File: src/rtl/usof_pkg.sv
package usof_pkg;
  localparam int ADJ_W = 6;
  localparam int REG_W = 8;
  localparam logic [ADJ_W-1:0] ADJ_RST = 6'h20;
endpackage

File: src/rtl/usof_adj_reg.sv
module usof_adj_reg
  import usof_pkg::*;
(
  input  logic             clk,
  input  logic             rst,
  input  logic             wr_en,
  input  logic [REG_W-1:0] wr_data,
  output logic [ADJ_W-1:0] adj_o,
  output logic [REG_W-1:0] rd_data
);
  logic [ADJ_W-1:0] adj_q;

  always_ff @(posedge clk) begin
    if (rst)        adj_q <= ADJ_RST;
    else if (wr_en) adj_q <= wr_data[ADJ_W-1:0];
  end

  assign adj_o = adj_q;

  // Trim bits read back as stored; reserved bits are tied to zero.
  for (genvar i = 0; i < REG_W; i++) begin : g_rd
    if (i < ADJ_W) begin : g_live
      assign rd_data[i] = adj_q[i];
    end else begin : g_rsvd
      assign rd_data[i] = 1'b0;
    end
  end

  a_r2_wr_store: assert property (@(posedge clk) disable iff (rst)
    wr_en |=> adj_q == $past(wr_data[ADJ_W-1:0]));
  a_r2_no_wr_hold: assert property (@(posedge clk) disable iff (rst)
    !wr_en |=> $stable(adj_q));
endmodule

File: src/rtl/usof_period_ctr.sv
module usof_period_ctr
  import usof_pkg::*;
#(
  parameter int BASE_CNT = 59488,
  parameter int STEP_CNT = 16,
  parameter int CNT_W    = 16
) (
  input  logic             clk,
  input  logic             rst,
  input  logic             run,
  input  logic [ADJ_W-1:0] adj_i,
  output logic             tick_o
);
  localparam logic [CNT_W-1:0] P_RST = CNT_W'(BASE_CNT + STEP_CNT * int'(ADJ_RST));

  logic [CNT_W-1:0] cnt_q;
  logic [CNT_W-1:0] period_q;
  logic [CNT_W-1:0] period_nx;
  logic             tick;

  assign period_nx = CNT_W'(BASE_CNT) + CNT_W'(STEP_CNT) * CNT_W'(adj_i);
  assign tick      = run && (cnt_q == period_q - 1'b1);
  assign tick_o    = tick;

  // The frame length is taken only at a boundary or while idle.
  always_ff @(posedge clk) begin
    if (rst) begin
      cnt_q    <= '0;
      period_q <= P_RST;
    end else if (!run) begin
      cnt_q    <= '0;
      period_q <= period_nx;
    end else if (tick) begin
      cnt_q    <= '0;
      period_q <= period_nx;
    end else begin
      cnt_q    <= cnt_q + 1'b1;
    end
  end

  a_r5_len_frozen: assert property (@(posedge clk) disable iff (rst)
    (run && !tick) |=> $stable(period_q));
  a_r6_cnt_bound: assert property (@(posedge clk) disable iff (rst)
    cnt_q < period_q);
  a_r7_idle_clear: assert property (@(posedge clk) disable iff (rst)
    !run |=> (cnt_q == '0));
  a_r1_len_loaded: assert property (@(posedge clk) disable iff (rst)
    tick |=> period_q == $past(period_nx));
endmodule

File: src/rtl/usof_frame_idx.sv
module usof_frame_idx #(
  parameter int IDX_W = 14
) (
  input  logic             clk,
  input  logic             rst,
  input  logic             tick,
  output logic [IDX_W-1:0] idx_o
);
  logic [IDX_W-1:0] idx_q;

  always_ff @(posedge clk) begin
    if (rst)       idx_q <= '0;
    else if (tick) idx_q <= idx_q + 1'b1;
  end

  assign idx_o = idx_q;

  a_r8_idx_step: assert property (@(posedge clk) disable iff (rst)
    tick |=> idx_q == $past(idx_q) + 1'b1);
  a_r8_idx_hold: assert property (@(posedge clk) disable iff (rst)
    !tick |=> $stable(idx_q));
endmodule

File: src/rtl/usof_timer.sv
module usof_timer
  import usof_pkg::*;
#(
  parameter int BASE_CNT  = 59488,
  parameter int STEP_CNT  = 16,
  parameter int IDX_W     = 14,
  parameter int FRM_SHIFT = 3
) (
  input  logic                       clk,
  input  logic                       rst,
  input  logic                       run,
  input  logic                       reg_wr_en,
  input  logic [REG_W-1:0]           reg_wr_data,
  output logic [REG_W-1:0]           reg_rd_data,
  output logic                       sof,
  output logic [IDX_W-1:0]           uframe_idx,
  output logic [IDX_W-FRM_SHIFT-1:0] frame_num
);
  localparam int MAX_P = BASE_CNT + STEP_CNT * ((1 << ADJ_W) - 1);
  localparam int CNT_W = $clog2(MAX_P + 1);

  logic [ADJ_W-1:0] adj;
  logic             tick;

  usof_adj_reg u_reg (
    .clk     (clk),
    .rst     (rst),
    .wr_en   (reg_wr_en),
    .wr_data (reg_wr_data),
    .adj_o   (adj),
    .rd_data (reg_rd_data)
  );

  usof_period_ctr #(
    .BASE_CNT (BASE_CNT),
    .STEP_CNT (STEP_CNT),
    .CNT_W    (CNT_W)
  ) u_ctr (
    .clk    (clk),
    .rst    (rst),
    .run    (run),
    .adj_i  (adj),
    .tick_o (tick)
  );

  usof_frame_idx #(
    .IDX_W (IDX_W)
  ) u_idx (
    .clk   (clk),
    .rst   (rst),
    .tick  (tick),
    .idx_o (uframe_idx)
  );

  assign sof       = tick;
  assign frame_num = uframe_idx[IDX_W-1:FRM_SHIFT];

  a_r6_sof_single: assert property (@(posedge clk) disable iff (rst)
    sof |=> !sof);
  a_r7_idle_quiet: assert property (@(posedge clk) disable iff (rst)
    !run |-> !sof);
  a_r3_rsvd_read: assert property (@(posedge clk) disable iff (rst)
    reg_wr_en |=> reg_rd_data[REG_W-1:ADJ_W] == '0);
  a_r9_reset_state: assert property (@(posedge clk)
    rst |=> (reg_rd_data == {{(REG_W-ADJ_W){1'b0}}, ADJ_RST} && uframe_idx == '0 && !sof));
endmodule

File: config.mk
export PLATFORM = sky130hd
export DESIGN_NAME = usof_timer
export DESIGN_NICKNAME = d
export VERILOG_FILES = /design/src/rtl/usof_pkg.sv /design/src/rtl/usof_adj_reg.sv /design/src/rtl/usof_period_ctr.sv /design/src/rtl/usof_frame_idx.sv /design/src/rtl/usof_timer.sv
export SDC_FILE = /design/constraint.sdc
export NUM_CORES = 1
export LEC_CHECK = 0
export ABC_CLOCK_PERIOD_IN_PS = 7000
export BUFFER_PORTS_ARGS = -buffer_cell sky130_fd_sc_hd__buf_2
export CAP_MARGIN = 20
export CORE_ASPECT_RATIO = 1.5
export CORE_MARGIN = 1.5
export CORE_UTILIZATION = 59
export CTS_CLUSTER_SIZE = 10
export DETAILED_ROUTE_END_ITERATION = 16
export GPL_TIMING_DRIVEN = 0
export PLACE_DENSITY = 0.92
export SYNTH_ARGS = -nofsm -noshare
export SYNTH_HDL_FRONTEND = slang
export SYNTH_SLANG_ARGS = --single-unit
File: constraint.sdc
create_clock -name clk -period 7 [get_ports clk]
set_input_delay 1.4 -clock clk [delete_from_list [all_inputs] [get_ports clk]]
set_output_delay 1.4 -clock clk [all_outputs]
set_load 0.02 [all_outputs]
==> results of run 1 <==
## placed cells by master, fill, tap and decap left out, drive strengths merged, types with 4 or more instances in the layout
cell type / instances
inv: 15
nor3: 6
a21oi: 9
mux2i: 10
a21o: 5
nand3: 15
clkbuf: 11
nand2: 15
nor2b: 4
xor2: 14
dfxtp: 43
and3: 10
nor2: 45
xnor2: 12
buf: 58
ha: 4
## critical path: stages (launching register included)
cell      delay [ns]
dfxtp_1         0.43
inv_1           0.08
ha_1            0.28
o21ba_2         0.22
a221oi_1        0.37
o22ai_2         0.21
or4_1           0.53
inv_1           0.09
buf_2           0.16
## logic make-up (layout without fill, tap and decap cells)
kind of cell,count (synthesis),count (layout),synth area share (%)
AO/OA/AOI/OAI,33,33,11.3
flip-flops,43,43,37.6
buffers and inverters,37,84,9.12
AND/OR/NAND/NOR,110,110,23.9
adder cells (fa/ha/maj),4,4,2.18
other,1,2,0.164
XOR/XNOR,26,26,9.94
multiplexers,13,13,5.84
## state kept, by name (all words and copies together), names as in the netlist
name / flops
u_reg.adj_o: 6
u_ctr.period_q: 7
u_idx.idx_o: 14
u_ctr.cnt_q: 16
## stage by stage
step / instances / total power (uW) / utilization [%] / worst slack (ns) / hold slack, ns
CTS: 358 / 468 / 71.8 / 2.93 / 0.449
global route: 358 / 479 / 71.8 / 2.78 / 0.479
finish: 358 / 466 / 71.8 / 2.93 / 0.450
detailed placement: 350 / 298 / 69.1 / 3.14 / 0.440
global placement: 350 / 296 / 69.1 / 3.16 / 0.430
floorplan: 268 / 287 / - / 3.39 / 0.417
## final cells by class
cell class | count | area (sq um) | share of cell area (%)
multi-input cells | 188 | 1220 | 46.3
flip-flops and latches | 43 | 861 | 32.6
repair buffers | 39 | 195 | 7.38
plain buffers | 22 | 153 | 5.77
clock buffers | 8 | 100 | 3.79
inverters | 15 | 56.3 | 2.13
well taps | 43 | 53.8 | 2.04
## power by group
part | total (uW) | switching, uW | internal [uW]
Sequential | 254 | 5.06 | 249
Combinational | 38.6 | 22.4 | 16.1
Clock | 173 | 82.9 | 90.0
## worst min-delay path by stage
stage / startpoint / endpoint / slack (ns) / cells after the start
floorplan: u_ctr.cnt_q[0]$_SDFF_PP0_ / u_ctr.cnt_q[0]$_SDFF_PP0_ / 0.42 / 1
global placement: u_ctr.cnt_q[0]$_SDFF_PP0_ / u_ctr.cnt_q[0]$_SDFF_PP0_ / 0.43 / 1
detailed placement: u_ctr.cnt_q[0]$_SDFF_PP0_ / u_ctr.cnt_q[0]$_SDFF_PP0_ / 0.44 / 1
CTS: u_ctr.cnt_q[0]$_SDFF_PP0_ / u_ctr.cnt_q[0]$_SDFF_PP0_ / 0.45 / 1
global route: u_ctr.cnt_q[0]$_SDFF_PP0_ / u_ctr.cnt_q[0]$_SDFF_PP0_ / 0.48 / 1
finish: u_ctr.cnt_q[0]$_SDFF_PP0_ / u_ctr.cnt_q[0]$_SDFF_PP0_ / 0.45 / 1
## layer usage
| layer | up-vias | track usage (%) |
|---|---|---|
| li1 | 981 | - |
| met1 | 918 | 25.4 |
| met2 | 51 | 43.9 |
| met3 | 21 | 5.83 |
| met4 | 0 | 16.4 |
| met5 | - | 0 |
==> impl_metrics.ini, run 1 <==
[global_routing]
antenna_found_initial = 0
grt_pass1_wl_mm = 7.97
grt_max_degree = 13
grt_overflow = 0
first_global_vias = 1925
grt_usage_pct = 25.2

[sta]
min_period_over_period_pct = 58.1
finalSetupTns_ns = 0
finalHoldViolations = 0
min_period_ns = 4.07
slew_headroom_pct = 55.0
slew_violations = 0
fmax_ghz = 0.246
setup_viol_count_final = 0
tightest_slew_ns = 0.670
clock_skew_ns = 0.00368
rsz0062_at_grt = false

[drt]
dr.max_layer_used = met4
wl_per_cell_um = 13.4
viasPerCell = 5.51
met2_length_mm = 2.63
drcViolationCount = 0
drt-total-wl_mm = 4.80
antenna_left = 0
via_count = 1971
wl_met1_mm = 1.78
drt_pass1_iterations = 4
met3_length_um = 195
drtIter0Drc = 41

[worst_setup_path]
reg2regPathDepth = 8
end_kind = primary output
r2r-start = u_ctr.period_q[4]$_SDFFE_PP0P_
cp_data_required_time_ns = 5.60
start_kind = flop
critPathCapture = sof
startpoint = u_ctr.period_q[4]$_SDFFE_PP0P_
critical_path.max_fanout = 6
reg2reg_slack_ns = 4.10
path_class = flop to primary output
arrival_ns = 2.67
reg2reg_to = u_idx.idx_o[8]$_SDFFE_PP0P_

[yosys]
ys_ff_latch = 43
synthTopCellsByCount = nor2_1 (45), dfxtp_1 (43), inv_1 (15), nand2_1 (15), nand3_1 (15)
syn_area_sq_um = 2290
synth_top_cell_area_share_pct = 37.6
synth.area.top_cells = dfxtp_1 (38%), nor2_1 (7.4%), xor2_1 (5.4%)
seq_area_frac_synth_pct = 37.6
yosys_warnings = 0
synth_cell_types = 47
yosysMostFrequentCell = nor2_1
async_flop_share_pct = 0
synth_edf_count = 0
synthCells = 267
syn_avg_cell_area_sq_um = 8.58
yosysTopAreaCell = dfxtp_1
ys.flop_type = dfxtp_1

[layout]
area_growth_pct = 15.4
final_area_sq_um = 2640
nNetsFinal = 330
drive_above_1_share_pct = 25.1
antennaDiodeCount = 0
fill_cells = 279

[clocking]
cts-buffers-inserted = 5
clockBufferDepth = 2
clk_latency_ns = 0.30
cts-root-buf = clkbuf_8
cts_sinks = 43
cts.clk_slew.worst_paths_ns = 0.08
cts_tree = yes
post_cts_buffers = 0
post_cts_resized = 0
htree_levels = 2
cts_hold_buf = 0

[worst_hold_path]
hp-class = flop to flop

[run_status]
status = complete, no violations

[pwr]
leakagePower_uw = 0.00119
power-per-cell-area_nw_per_um2 = 176
ir_drop_v = 0.000249

[floorplan]
die_h_um = 79.3
core_sq_um = 3680
num_rows = 27
pin_count = 46
die_x_um = 53.9
start_util_pct = 62.2
die_area_sq_um = 4270

[place]
place_area_sq_um = 2540
routabilityCongestion = 0.802
dp_hpwl_mm = 3.60
port_buffers = 39

[flow_run]
cap_violations = 0
(Power assumes the default switching activity.)
==> inputs of run 2 (changes only) <==
- ABC_CLOCK_PERIOD_IN_PS: 7000 -> 4100
- CORE_UTILIZATION: 59 -> 55
- PLACE_DENSITY: 0.92 -> 0.87
- clock period: 7 -> 4.1 ns (I/O delays scaled with it)
==> run 2 against run 1 <==
- register-to-register slack got worse by 3.0 ns
- critical path depth did not move
- design area rose by 0.19%
- utilization fell by 4.9 points
- wire length fell by 4.0%
- via count fell by 1.4%
- combinational power rose by 69%
- sequential power rose by 71%
- clock skew rose by 0.0065 ns
- clock-buffer cell count fell by 2
- largest cell class unchanged
- clock power rose by 83%
==> impl_metrics.ini, run 2 (synthesis gave the netlist of run 1 again) <==
[floorplan]
die_h_um = 82.0
die_x_um = 55.7
die_area_sq_um = 4570
start_util_pct = 57.9
num_rows = 28
pin_count = 46
core_sq_um = 3960

[worst_setup_path]
critical_path.max_fanout = 6
end_kind = primary output
arrival_ns = 2.71
start_kind = flop
reg2reg_to = u_idx.idx_o[8]$_SDFFE_PP0P_
cp_data_required_time_ns = 3.28
reg2regPathDepth = 8
path_class = flop to primary output
r2r-start = u_ctr.period_q[4]$_SDFFE_PP0P_
reg2reg_slack_ns = 1.11

[clocking]
clk_latency_ns = 0.30
post_cts_resized = 0
cts_sinks = 43
cts.clk_slew.worst_paths_ns = 0.08
cts_hold_buf = 0
cts-root-buf = clkbuf_8
htree_levels = 2
cts-buffers-inserted = 5
clockBufferDepth = 2
cts_tree = yes
post_cts_buffers = 0

[sta]
finalHoldViolations = 0
tightest_slew_ns = 0.666
min_period_over_period_pct = 86.2
min_period_ns = 3.53
clock_skew_ns = 0.0102
fmax_ghz = 0.283
setup_viol_count_final = 0
slew_violations = 0
slew_headroom_pct = 55.3
rsz0062_at_grt = false
finalSetupTns_ns = 0

[layout]
top_register = u_ctr.cnt_q
nNetsFinal = 330
largest_reg_flops = 16
layout.cells.most_common_list = nor2_1 (45), dfxtp_1 (43), buf_2 (41)
antennaDiodeCount = 0
area_growth_pct = 15.6
final_area_sq_um = 2650
drive_above_1_share_pct = 24.8
utilization_pct = 66.9
layout_commonest_cell = nor2_1

[drt]
drcViolationCount = 0
via_count = 1944
drtIter0Drc = 48
drt_pass1_iterations = 4
antenna_left = 0
wl_per_cell_um = 12.8
drt-total-wl_mm = 4.61
viasPerCell = 5.42

[place]
dp_hpwl_mm = 3.49
routabilityCongestion = 0.757
place_area_sq_um = 2550
port_buffers = 39

[worst_hold_path]
min_to = u_ctr.cnt_q[0]$_SDFF_PP0_
whs_path_depth = 1
hp-class = flop to flop
hold_path.startpoint = u_ctr.cnt_q[0]$_SDFF_PP0_

[global_routing]
first_global_vias = 1780
antenna_found_initial = 0
grt_pass1_wl_mm = 7.59
grt_max_degree = 13
grt_overflow = 0
grt_usage_pct = 20.9

[pwr]
ir_drop_v = 0.000391
power.total_uw = 816
leakagePower_uw = 0.00119
power-per-cell-area_nw_per_um2 = 308

[run_status]
status = complete, no violations

[flow_run]
cap_violations = 0
-- run 2: worst max-delay path by stage --
stage	from	to	slack, ns	depth (start not counted)
floorplan	u_ctr.period_q[4]$_SDFFE_PP0P_	sof	1.24	7
detailed placement	u_ctr.period_q[4]$_SDFFE_PP0P_	sof	0.96	8
CTS	u_ctr.period_q[4]$_SDFFE_PP0P_	sof	0.61	8
finish	u_ctr.period_q[4]$_SDFFE_PP0P_	sof	0.57	8
global placement	u_ctr.period_q[4]$_SDFFE_PP0P_	sof	1.02	8
global route	u_ctr.period_q[4]$_SDFFE_PP0P_	sof	0.40	8
-- run 2: area by class of cell --
type	count	area, sq um
timing repair buffer	39	195
sequential	43	861
clock buffer	6	72.6
tap	45	56.3
clock inverter	1	30.0
buffer	22	153
fill	356	1310
multi-input combinational	188	1220
inverter	15	56.3
-- run 2: per-layer routing --
layer  up-vias  share of wire (%)  global-route usage, %
li1        984                  -                      -
met1       919                 39                   21.0
met2        32                 56                   41.9
met3         9                3.0                   2.99
met4         0                2.0                   9.51
met5         -                  0                      0
-- run 2: where the power goes --
group / internal [uW] / total (uW) / leakage [uW] / switching, uW
clock: 179 / 317 / 0.0000513 / 139
sequential: 425 / 434 / 0.000349 / 8.67
combinational: 27.3 / 65.1 / 0.000790 / 37.8
total: 631 / 816 / 0.00119 / 185
-- run 2: worst max-delay path: stages, from the launching register on --
cell      delay, ns
dfxtp_1        0.43
inv_1          0.07
ha_1           0.28
o21ba_2        0.23
a221oi_1       0.41
o22ai_2        0.23
or4_1          0.53
inv_1          0.08
buf_2          0.16
-- run 2: through the flow --
stage               std cells  setup slack (ns)  hold WS (ns)
floorplan                 268              1.24         0.417
global placement          352              1.02         0.431
detailed placement        352             0.962         0.468
CTS                       359             0.609         0.480
global route              359             0.401         0.502
finish                    359             0.568         0.470
